==> config.mk <==
export PLATFORM = sky130hd
export DESIGN_NAME = mcsp_port
export DESIGN_NICKNAME = d
export VERILOG_FILES = /design/src/rtl/mcsp_pkg.sv /design/src/rtl/mcsp_frame.sv /design/src/rtl/mcsp_abuf.sv /design/src/rtl/mcsp_port.sv
export SDC_FILE = /design/constraint.sdc
export NUM_CORES = 1
export LEC_CHECK = 0
export BUFFER_PORTS_ARGS = -buffer_cell sky130_fd_sc_hd__buf_4
export CORE_ASPECT_RATIO = 0.75
export CORE_MARGIN = 2
export CORE_UTILIZATION = 47
export CTS_CLUSTER_SIZE = 24
export DETAILED_ROUTE_END_ITERATION = 10
export PLACE_DENSITY = 0.67
export SKIP_LAST_GASP = 1
export SYNTH_ARGS = -nofsm -noshare
export SYNTH_HDL_FRONTEND = slang
export SYNTH_HIERARCHICAL = 1
export SYNTH_SLANG_ARGS = --single-unit
==> constraint.sdc <==
create_clock -name clk -period 6.3 [get_ports clk]
set_clock_uncertainty 0.15 [all_clocks]
set_input_delay 0.315 -clock clk [delete_from_list [all_inputs] [get_ports clk]]
set_output_delay 0.315 -clock clk [all_outputs]
set_load 0.02 [all_outputs]
==> src/rtl/mcsp_pkg.sv <==
// Shared widths, mode codes and G.711 conversion functions for the serial port.
// Assumes 16-bit linear samples and 8-bit companded codes.
package mcsp_pkg;
    localparam int WORD_W          = 16;
    localparam int LEN_W           = $clog2(WORD_W);
    localparam int CODE_W          = 8;
    localparam int MC_SLOTS_SHORT  = 24;
    localparam int MC_SLOTS_LONG   = 32;
    localparam int SLOT_W          = $clog2(MC_SLOTS_LONG);
    localparam logic [1:0] CMP_MU  = 2'b10;
    localparam logic [1:0] CMP_A   = 2'b11;

    // Linear to mu-law: clip, bias, find segment, keep four mantissa bits, invert.
    function automatic logic [CODE_W-1:0] mu_compress(input logic [WORD_W-1:0] x);
        logic              neg;
        logic [WORD_W-1:0] mag;
        logic [WORD_W-1:0] sh;
        logic [2:0]        ex;
        neg = x[WORD_W-1];
        mag = neg ? (~x + 16'd1) : x;
        if (mag > 16'd32635) mag = 16'd32635;
        mag = mag + 16'd132;
        ex  = 3'd0;
        for (int k = 1; k < 8; k++) if (mag[k+7]) ex = 3'(k);
        sh = mag >> ({1'b0, ex} + 4'd3);
        return ~{neg, ex, sh[3:0]};
    endfunction

    // Mu-law to linear.
    function automatic logic [WORD_W-1:0] mu_expand(input logic [CODE_W-1:0] c);
        logic [CODE_W-1:0] u;
        logic [WORD_W-1:0] t;
        u = ~c;
        t = ({12'd0, u[3:0]} << 3) + 16'd132;
        t = t << u[6:4];
        return u[7] ? (16'd132 - t) : (t - 16'd132);
    endfunction

    // Linear to A-law: drop three bits, fold sign, count segment, mask alternate bits.
    function automatic logic [CODE_W-1:0] a_compress(input logic [WORD_W-1:0] x);
        logic signed [WORD_W-1:0] p;
        logic [11:0]              pm;
        logic [11:0]              sh;
        logic [2:0]               seg;
        logic [CODE_W-1:0]        msk;
        p   = $signed(x) >>> 3;
        msk = 8'hD5;
        if (p < 0) begin
            msk = 8'h55;
            p   = -p - 16'sd1;
        end
        pm  = p[11:0];
        seg = 3'd0;
        for (int k = 0; k < 7; k++) if (pm >= (12'd32 << k)) seg = seg + 3'd1;
        sh = (seg < 3'd2) ? (pm >> 1) : (pm >> seg);
        return {1'b0, seg, sh[3:0]} ^ msk;
    endfunction

    // A-law to linear.
    function automatic logic [WORD_W-1:0] a_expand(input logic [CODE_W-1:0] c);
        logic [CODE_W-1:0] a;
        logic [WORD_W-1:0] t;
        a = c ^ 8'h55;
        t = {8'd0, a[3:0], 4'd0};
        if (a[6:4] == 3'd0) t = t + 16'd8;
        else                t = (t + 16'h108) << (a[6:4] - 3'd1);
        return a[7] ? t : (~t + 16'd1);
    endfunction
endpackage

==> src/rtl/mcsp_frame.sv <==
// Frame and slot sequencer shared by both directions.
// Assumes length and mode inputs stay still while a frame is in progress.
module mcsp_frame
    import mcsp_pkg::*;
(
    input  logic              clk,
    input  logic              rst_n,
    input  logic              bit_en,
    input  logic              fsync,
    input  logic [LEN_W-1:0]  wlen_m1,
    input  logic              mc_en,
    input  logic              mc_32,
    output logic              active,
    output logic [LEN_W-1:0]  bit_cnt,
    output logic [SLOT_W-1:0] slot,
    output logic              word_end,
    output logic              word_start,
    output logic [SLOT_W-1:0] nslot
);
    localparam logic [SLOT_W-1:0] LAST_SHORT = SLOT_W'(MC_SLOTS_SHORT - 1);
    localparam logic [SLOT_W-1:0] LAST_LONG  = SLOT_W'(MC_SLOTS_LONG - 1);

    logic last_slot;

    // Decode slot boundaries and the slot that comes next.
    always_comb begin
        last_slot  = !mc_en || (slot == (mc_32 ? LAST_LONG : LAST_SHORT));
        word_end   = bit_en && active && !fsync && (bit_cnt == wlen_m1);
        word_start = bit_en && (fsync || (word_end && !last_slot));
        nslot      = fsync ? '0 : slot + 1'b1;
    end

    // Advance bit and slot counters on each serial tick.
    always_ff @(posedge clk) begin
        if (!rst_n) begin
            active  <= 1'b0;
            bit_cnt <= '0;
            slot    <= '0;
        end else if (bit_en) begin
            if (fsync) begin
                active  <= 1'b1;
                bit_cnt <= '0;
                slot    <= '0;
            end else if (active) begin
                if (bit_cnt == wlen_m1) begin
                    bit_cnt <= '0;
                    if (last_slot) active <= 1'b0;
                    else           slot   <= slot + 1'b1;
                end else begin
                    bit_cnt <= bit_cnt + 1'b1;
                end
            end
        end
    end

    a_r1_bit_range: assert property (@(posedge clk) disable iff (!rst_n)
        active |-> bit_cnt <= wlen_m1);
    a_r2_single_slot: assert property (@(posedge clk) disable iff (!rst_n)
        (active && !mc_en) |-> slot == '0);
    a_r2_word_gap: assert property (@(posedge clk) disable iff (!rst_n)
        word_end |=> !word_end);
    a_r6_short_frame: assert property (@(posedge clk) disable iff (!rst_n)
        (active && mc_en && !mc_32) |-> slot <= LAST_SHORT);
endmodule

==> src/rtl/mcsp_abuf.sv <==
// Circular-buffer address counter for one direction.
// Assumes base, length and stride stay still while enabled and length is non-zero.
module mcsp_abuf #(
    parameter int AW = 12
) (
    input  logic          clk,
    input  logic          rst_n,
    input  logic          en,
    input  logic          step,
    input  logic [AW-1:0] base,
    input  logic [AW-1:0] len,
    input  logic [AW-1:0] stride,
    output logic [AW-1:0] addr,
    output logic          wrap
);
    logic [AW:0] nxt;
    logic [AW:0] lim;

    // Next address and the end-of-buffer test.
    always_comb begin
        nxt  = {1'b0, addr} + {1'b0, stride};
        lim  = {1'b0, base} + {1'b0, len};
        wrap = en && step && (nxt >= lim);
    end

    // Hold base while idle; step or wrap on each word.
    always_ff @(posedge clk) begin
        if (!rst_n || !en) addr <= base;
        else if (step)     addr <= wrap ? base : nxt[AW-1:0];
    end

    a_r9_addr_window: assert property (@(posedge clk) disable iff (!rst_n)
        (en && len != '0) |-> (addr >= base) && ({1'b0, addr} < lim));
    a_r10_wrap_to_base: assert property (@(posedge clk) disable iff (!rst_n)
        (wrap && en) |=> addr == $past(base));
endmodule

==> src/rtl/mcsp_port.sv <==
// Multichannel synchronous serial port: framed serial receive and transmit with
// programmable length, optional G.711 companding, slot masks and circular-buffer
// addressing. Assumes configuration inputs change only between frames.
module mcsp_port
    import mcsp_pkg::*;
#(
    parameter int AW = 12
) (
    input  logic                     clk,
    input  logic                     rst_n,
    input  logic                     bit_en,
    input  logic                     fsync_i,
    input  logic                     sdata_i,
    output logic                     sdata_o,
    output logic                     sdata_oe,
    input  logic [LEN_W-1:0]         word_len,
    input  logic [1:0]               comp_sel,
    input  logic                     mc_en,
    input  logic                     mc_32,
    input  logic [MC_SLOTS_LONG-1:0] rx_mask,
    input  logic [MC_SLOTS_LONG-1:0] tx_mask,
    input  logic                     tx_wr,
    input  logic [WORD_W-1:0]        tx_wdata,
    input  logic                     rx_rd,
    output logic [WORD_W-1:0]        rx_rdata,
    output logic                     rx_full,
    output logic                     rx_ovf,
    output logic                     rx_irq,
    output logic                     tx_irq,
    input  logic                     ab_en,
    input  logic [AW-1:0]            ab_base,
    input  logic [AW-1:0]            ab_len,
    input  logic [AW-1:0]            ab_stride,
    output logic [AW-1:0]            rx_ab_addr,
    output logic [AW-1:0]            tx_ab_addr
);
    localparam int DIRS = 2;

    logic              comp_on;
    logic [LEN_W-1:0]  wlen_m1;
    logic              active;
    logic [LEN_W-1:0]  bit_cnt;
    logic [SLOT_W-1:0] slot;
    logic [SLOT_W-1:0] nslot;
    logic              word_end;
    logic              word_start;
    logic [WORD_W-1:0] rx_sh;
    logic [WORD_W-1:0] rx_shift_in;
    logic [WORD_W-1:0] rx_word;
    logic [WORD_W-1:0] tx_hold;
    logic [WORD_W-1:0] tx_cur;
    logic [WORD_W-1:0] tx_load;
    logic              tx_live;
    logic              rx_done;
    logic              tx_done;
    logic              tx_next_on;
    logic [DIRS-1:0]   dir_step;
    logic [DIRS-1:0]   dir_wrap;
    logic [AW-1:0]     dir_addr [DIRS];

    // Effective word length: forced to 8 when companding, floored at 3.
    always_comb begin
        comp_on = comp_sel[1];
        if (comp_on)                    wlen_m1 = LEN_W'(CODE_W - 1);
        else if (word_len < LEN_W'(2))  wlen_m1 = LEN_W'(2);
        else                            wlen_m1 = word_len;
    end

    mcsp_frame u_frame (
        .clk        (clk),
        .rst_n      (rst_n),
        .bit_en     (bit_en),
        .fsync      (fsync_i),
        .wlen_m1    (wlen_m1),
        .mc_en      (mc_en),
        .mc_32      (mc_32),
        .active     (active),
        .bit_cnt    (bit_cnt),
        .slot       (slot),
        .word_end   (word_end),
        .word_start (word_start),
        .nslot      (nslot)
    );

    // Receive word assembly, justification and expansion.
    always_comb begin
        rx_shift_in = {rx_sh[WORD_W-2:0], sdata_i};
        rx_done     = word_end && (!mc_en || rx_mask[slot]);
        if (comp_sel == CMP_MU)     rx_word = mu_expand(rx_shift_in[CODE_W-1:0]);
        else if (comp_sel == CMP_A) rx_word = a_expand(rx_shift_in[CODE_W-1:0]);
        else rx_word = rx_shift_in & ({WORD_W{1'b1}} >> (LEN_W'(WORD_W - 1) - wlen_m1));
    end

    // Transmit word selection, compression and bit output.
    always_comb begin
        tx_next_on = !mc_en || tx_mask[nslot];
        tx_done    = word_end && tx_live;
        if (comp_sel == CMP_MU)     tx_load = {8'd0, mu_compress(tx_hold)};
        else if (comp_sel == CMP_A) tx_load = {8'd0, a_compress(tx_hold)};
        else                        tx_load = tx_hold;
        sdata_oe = active && tx_live;
        sdata_o  = sdata_oe && tx_cur[wlen_m1 - bit_cnt];
    end

    // Receive register, full/overflow flags and receive interrupt.
    always_ff @(posedge clk) begin
        if (!rst_n) begin
            rx_sh    <= '0;
            rx_rdata <= '0;
            rx_full  <= 1'b0;
            rx_ovf   <= 1'b0;
            rx_irq   <= 1'b0;
        end else begin
            rx_irq <= 1'b0;
            if (bit_en && active && !fsync_i) rx_sh <= rx_shift_in;
            if (rx_rd) begin
                rx_full <= 1'b0;
                rx_ovf  <= 1'b0;
            end
            if (rx_done) begin
                rx_rdata <= rx_word;
                rx_full  <= 1'b1;
                if (rx_full && !rx_rd) rx_ovf <= 1'b1;
                rx_irq   <= ab_en ? dir_wrap[0] : 1'b1;
            end
        end
    end

    // Transmit holding register, slot load and transmit interrupt.
    always_ff @(posedge clk) begin
        if (!rst_n) begin
            tx_hold <= '0;
            tx_cur  <= '0;
            tx_live <= 1'b0;
            tx_irq  <= 1'b0;
        end else begin
            if (tx_wr) tx_hold <= tx_wdata;
            if (word_start) begin
                tx_live <= tx_next_on;
                if (tx_next_on) tx_cur <= tx_load;
            end
            tx_irq <= tx_done && (ab_en ? dir_wrap[1] : 1'b1);
        end
    end

    assign dir_step = {tx_done, rx_done};

    generate
        for (genvar d = 0; d < DIRS; d++) begin : g_abuf
            mcsp_abuf #(.AW(AW)) u_abuf (
                .clk    (clk),
                .rst_n  (rst_n),
                .en     (ab_en),
                .step   (dir_step[d]),
                .base   (ab_base),
                .len    (ab_len),
                .stride (ab_stride),
                .addr   (dir_addr[d]),
                .wrap   (dir_wrap[d])
            );
        end
    endgenerate

    assign rx_ab_addr = dir_addr[0];
    assign tx_ab_addr = dir_addr[1];

    a_r4_ovf_with_full: assert property (@(posedge clk) disable iff (!rst_n)
        rx_ovf |-> rx_full);
    a_r3_full_after_word: assert property (@(posedge clk) disable iff (!rst_n)
        rx_done |=> rx_full);
    a_r3_irq_one_cycle: assert property (@(posedge clk) disable iff (!rst_n)
        rx_irq |=> !rx_irq);
    a_r5_quiet_when_off: assert property (@(posedge clk) disable iff (!rst_n)
        !active |-> !sdata_oe && !sdata_o);
endmodule

==> impl_metrics.yaml <==
logic_synthesis:
  synth_flop_cell: "dfxtp_1"
  async_flop_share_pct: 0
  synthDistinctLibCells: 93
  netlist_area_mm2: 0.0114
  yosysTopAreaCellShare_pct: 13.7
  synth.largest_area_cell: "dfxtp_1"
  yosysSeqAreaShare_pct: 20.0
  ys_ff_latch: 102
  synth_edf_count: 24
  syn_nets: 1608
  netlist_instances: 1375
  yosysWarnings: 6
  synthTopCellsByArea: "dfxtp_1, ha_1, edfxtp_1, mux2i_1, mux4_2"
  synth.avg_cell_area_um2: 8.30
die:
  die_area_mm2: 0.0256
  num_rows: 49
  dieWidth_um: 184
  io_pins: 178
  die-height_um: 139
  start_util_pct: 47.7
  core_mm2: 0.0239
status:
  status: "finished clean"
placed_design:
  place_ws_ps: -21.3
  gp_congestion: 0.891
  io_buffers: 177
  dp_hpwl_um: 25700
run:
  cap_violations: 0
cells_and_area:
  drive_gt1_share_pct: 23.1
  fin_nets: 1749
  layout_common_cells: "buf_4, nand2_1, nor2_1, ha_1, a21oi_1"
  final_common_cell: "buf_4"
  syn2layout_area_growth_pct: 18.3
  antennaDiodeCount: 0
critical_path:
  cp_max_fo: 5
  crit_required_ps: 6420
  end_kind: "register"
  start_kind: "register"
  slowest_stage: "or3_4"
  cp_common_cell: "ha_4"
  cp.arrival_ps: 6140
  crit_type: "register to register"
  slowest_delay_ps: 440
  r2r_slack_ps: 280
sta:
  slew_violations: 0
  min_period_over_period_pct: 95.5
  setup_viol: 0
  layout_setup_ws_ps: 283
  worst_slew_pin_slew_ps: 1060
  max_freq_mhz: 166
  fin_crit_ps: 6020
  slew-limit-headroom_pct: 29.2
  hold_viol_final: 0
clock_network:
  cts_num_sinks: 102
  cts.clk_slew.worst_paths_ps: 80
  clk_latency_ps: 370
  cts_max_level: 3
  cts_buffers: 9
  cts-root-buf: "clkbuf_16"
  cts_max_path_buffers: 2
  cts_tree: "done"
routing:
  drtAntennaViolNets: 0
  routed-wl-met3_um: 1990
  wl_per_cell_um: 18.3
  routed.top_layer: "met4"
  routed_wl_um: 33500
  drc: 0
  vias: 10900
  vias_per_cell: 5.98
  drt_pass1_iterations: 5
  wl_met2_um: 14800
  drtIter0Drc: 930
  met1Wirelength_um: 16400
power:
  power.leakage_nw: 5.57
  ir_drop_mv: 0.167
  powerDensity_mw_per_mm2: 206
  power.total_mw: 2.78
global_route:
  grt_max_degree: 58
  first_global_vias: 10400
  grt.total_usage_pct: 26.1
  gr-total-overflow: 0
  grt_antenna_before_repair: 0
  grt_pass1_wl_um: 54200
min_path:
  holdCritPathClass: "input port to register"
[cell usage after synthesis (15+ instances only)]
master / n
edfxtp_1: 24
nand2_1: 132
nor2_1: 122
mux2_4: 20
nor2b_1: 27
nor3_1: 22
nand3_1: 31
a21o_1: 25
nand2b_1: 21
ha_1: 96
o21ai_0: 86
mux4_2: 27
xor2_1: 37
clkbuf_1: 60
or3_1: 16
a21oi_1: 90
dfxtp_1: 78
mux2i_1: 63
a31oi_1: 40
o211ai_1: 15
a211oi_1: 22
inv_1: 47
xnor2_1: 52
[critical path: cells and delay by family, from the launching register on]
kind | cells | cell delay [ps]
AO/OA/AOI/OAI | 8 | 1170
XOR/XNOR | 3 | 590
adder cells (fa/ha/maj) | 5 | 1210
buffers and inverters | 4 | 230
flip-flops | 1 | 330
multiplexers | 2 | 450
AND/OR/NAND/NOR | 9 | 1780
[report_power, final]
group	total, mW	internal, mW	leakage [nW]	switching [mW]
Sequential	0.741	0.712	0.878	0.0297
Clock	0.613	0.315	0.150	0.298
Combinational	1.43	0.660	4.54	0.768
Total	2.78	1.69	5.57	1.10
[metrics by stage]
stage	hold slack, ps	utilization [%]	std cells	TNS, ps	cell area, µm²
3_3_place_gp	298	54.7	1801	0	13100
2_1_floorplan	244	-	1375	0	11500
5_1_grt	33.5	56.5	1827	-15.4	13500
3_5_place_dp	312	54.7	1801	-21.3	13100
6_report	24.3	56.5	1827	0	13500
4_1_cts	21.5	56.1	1821	0	13400
[path summary, 6_finish.rpt]
| kind | start | endpoint | depth (start not counted) |
|---|---|---|---|
| max | tx_hold[13]$_SDFFE_PN0P_ | tx_cur[2]$_SDFFE_PN0P_ | 31 |
| min | tx_wdata[7] | tx_hold[7]$_SDFFE_PN0P_ | 3 |
| max reg2reg | tx_hold[13]$_SDFFE_PN0P_ | tx_cur[2]$_SDFFE_PN0P_ | 31 |
| min reg2reg | rx_sh[12]$_SDFFE_PN0P_ | rx_sh[13]$_SDFFE_PN0P_ | 2 |
[metal layers]
metal  track usage [%]  vias to the layer above
met5                 0                        -
li1                  -                     5360
met4              5.18                        0
met3              3.99                       25
met2              39.9                      374
met1              39.0                     5161
[sequential cells by signal, summed over array words and instances, names as in the netlist, 4 cells and up]
| register | count |
|---|---|
| u_frame/bit_cnt | 4 |
| tx_hold | 16 |
| rx_rdata | 16 |
| tx_cur | 16 |
| u_frame/slot | 5 |
| rx_sh | 15 |
| g_abuf.u_abuf/addr | 24 |
[layout make-up]
cell class                 instances  area [µm²]
fill                            2229       10400
multi-input combinational       1144        8760
sequential                       102        2280
timing repair buffer             210        1580
tap                              306         383
clock buffer                       9         225
inverter                          49         186
clock inverter                     7        78.8
[repair_timing]
action                     CTS  global route
buffers inserted             3             6
hold buffers                 1             0
hold endpoints to repair     1             0
setup endpoints to repair    2             5
pin swaps                    2            12
gates resized for setup      0            13
[kinds of logic after synthesis]
| group | after synthesis | share of synthesized area (%) |
|---|---|---|
| and+or+nand+nor | 439 | 18.7 |
| AOI/OAI and AO/OA | 384 | 22.5 |
| buffers and inverters | 129 | 4.73 |
| muxes | 124 | 14.9 |
| DFF | 102 | 20.0 |
| adders and majority gates | 101 | 11.4 |
| xor gates and xnor gates | 96 | 7.83 |
Power figures use the tool's default switching activity.
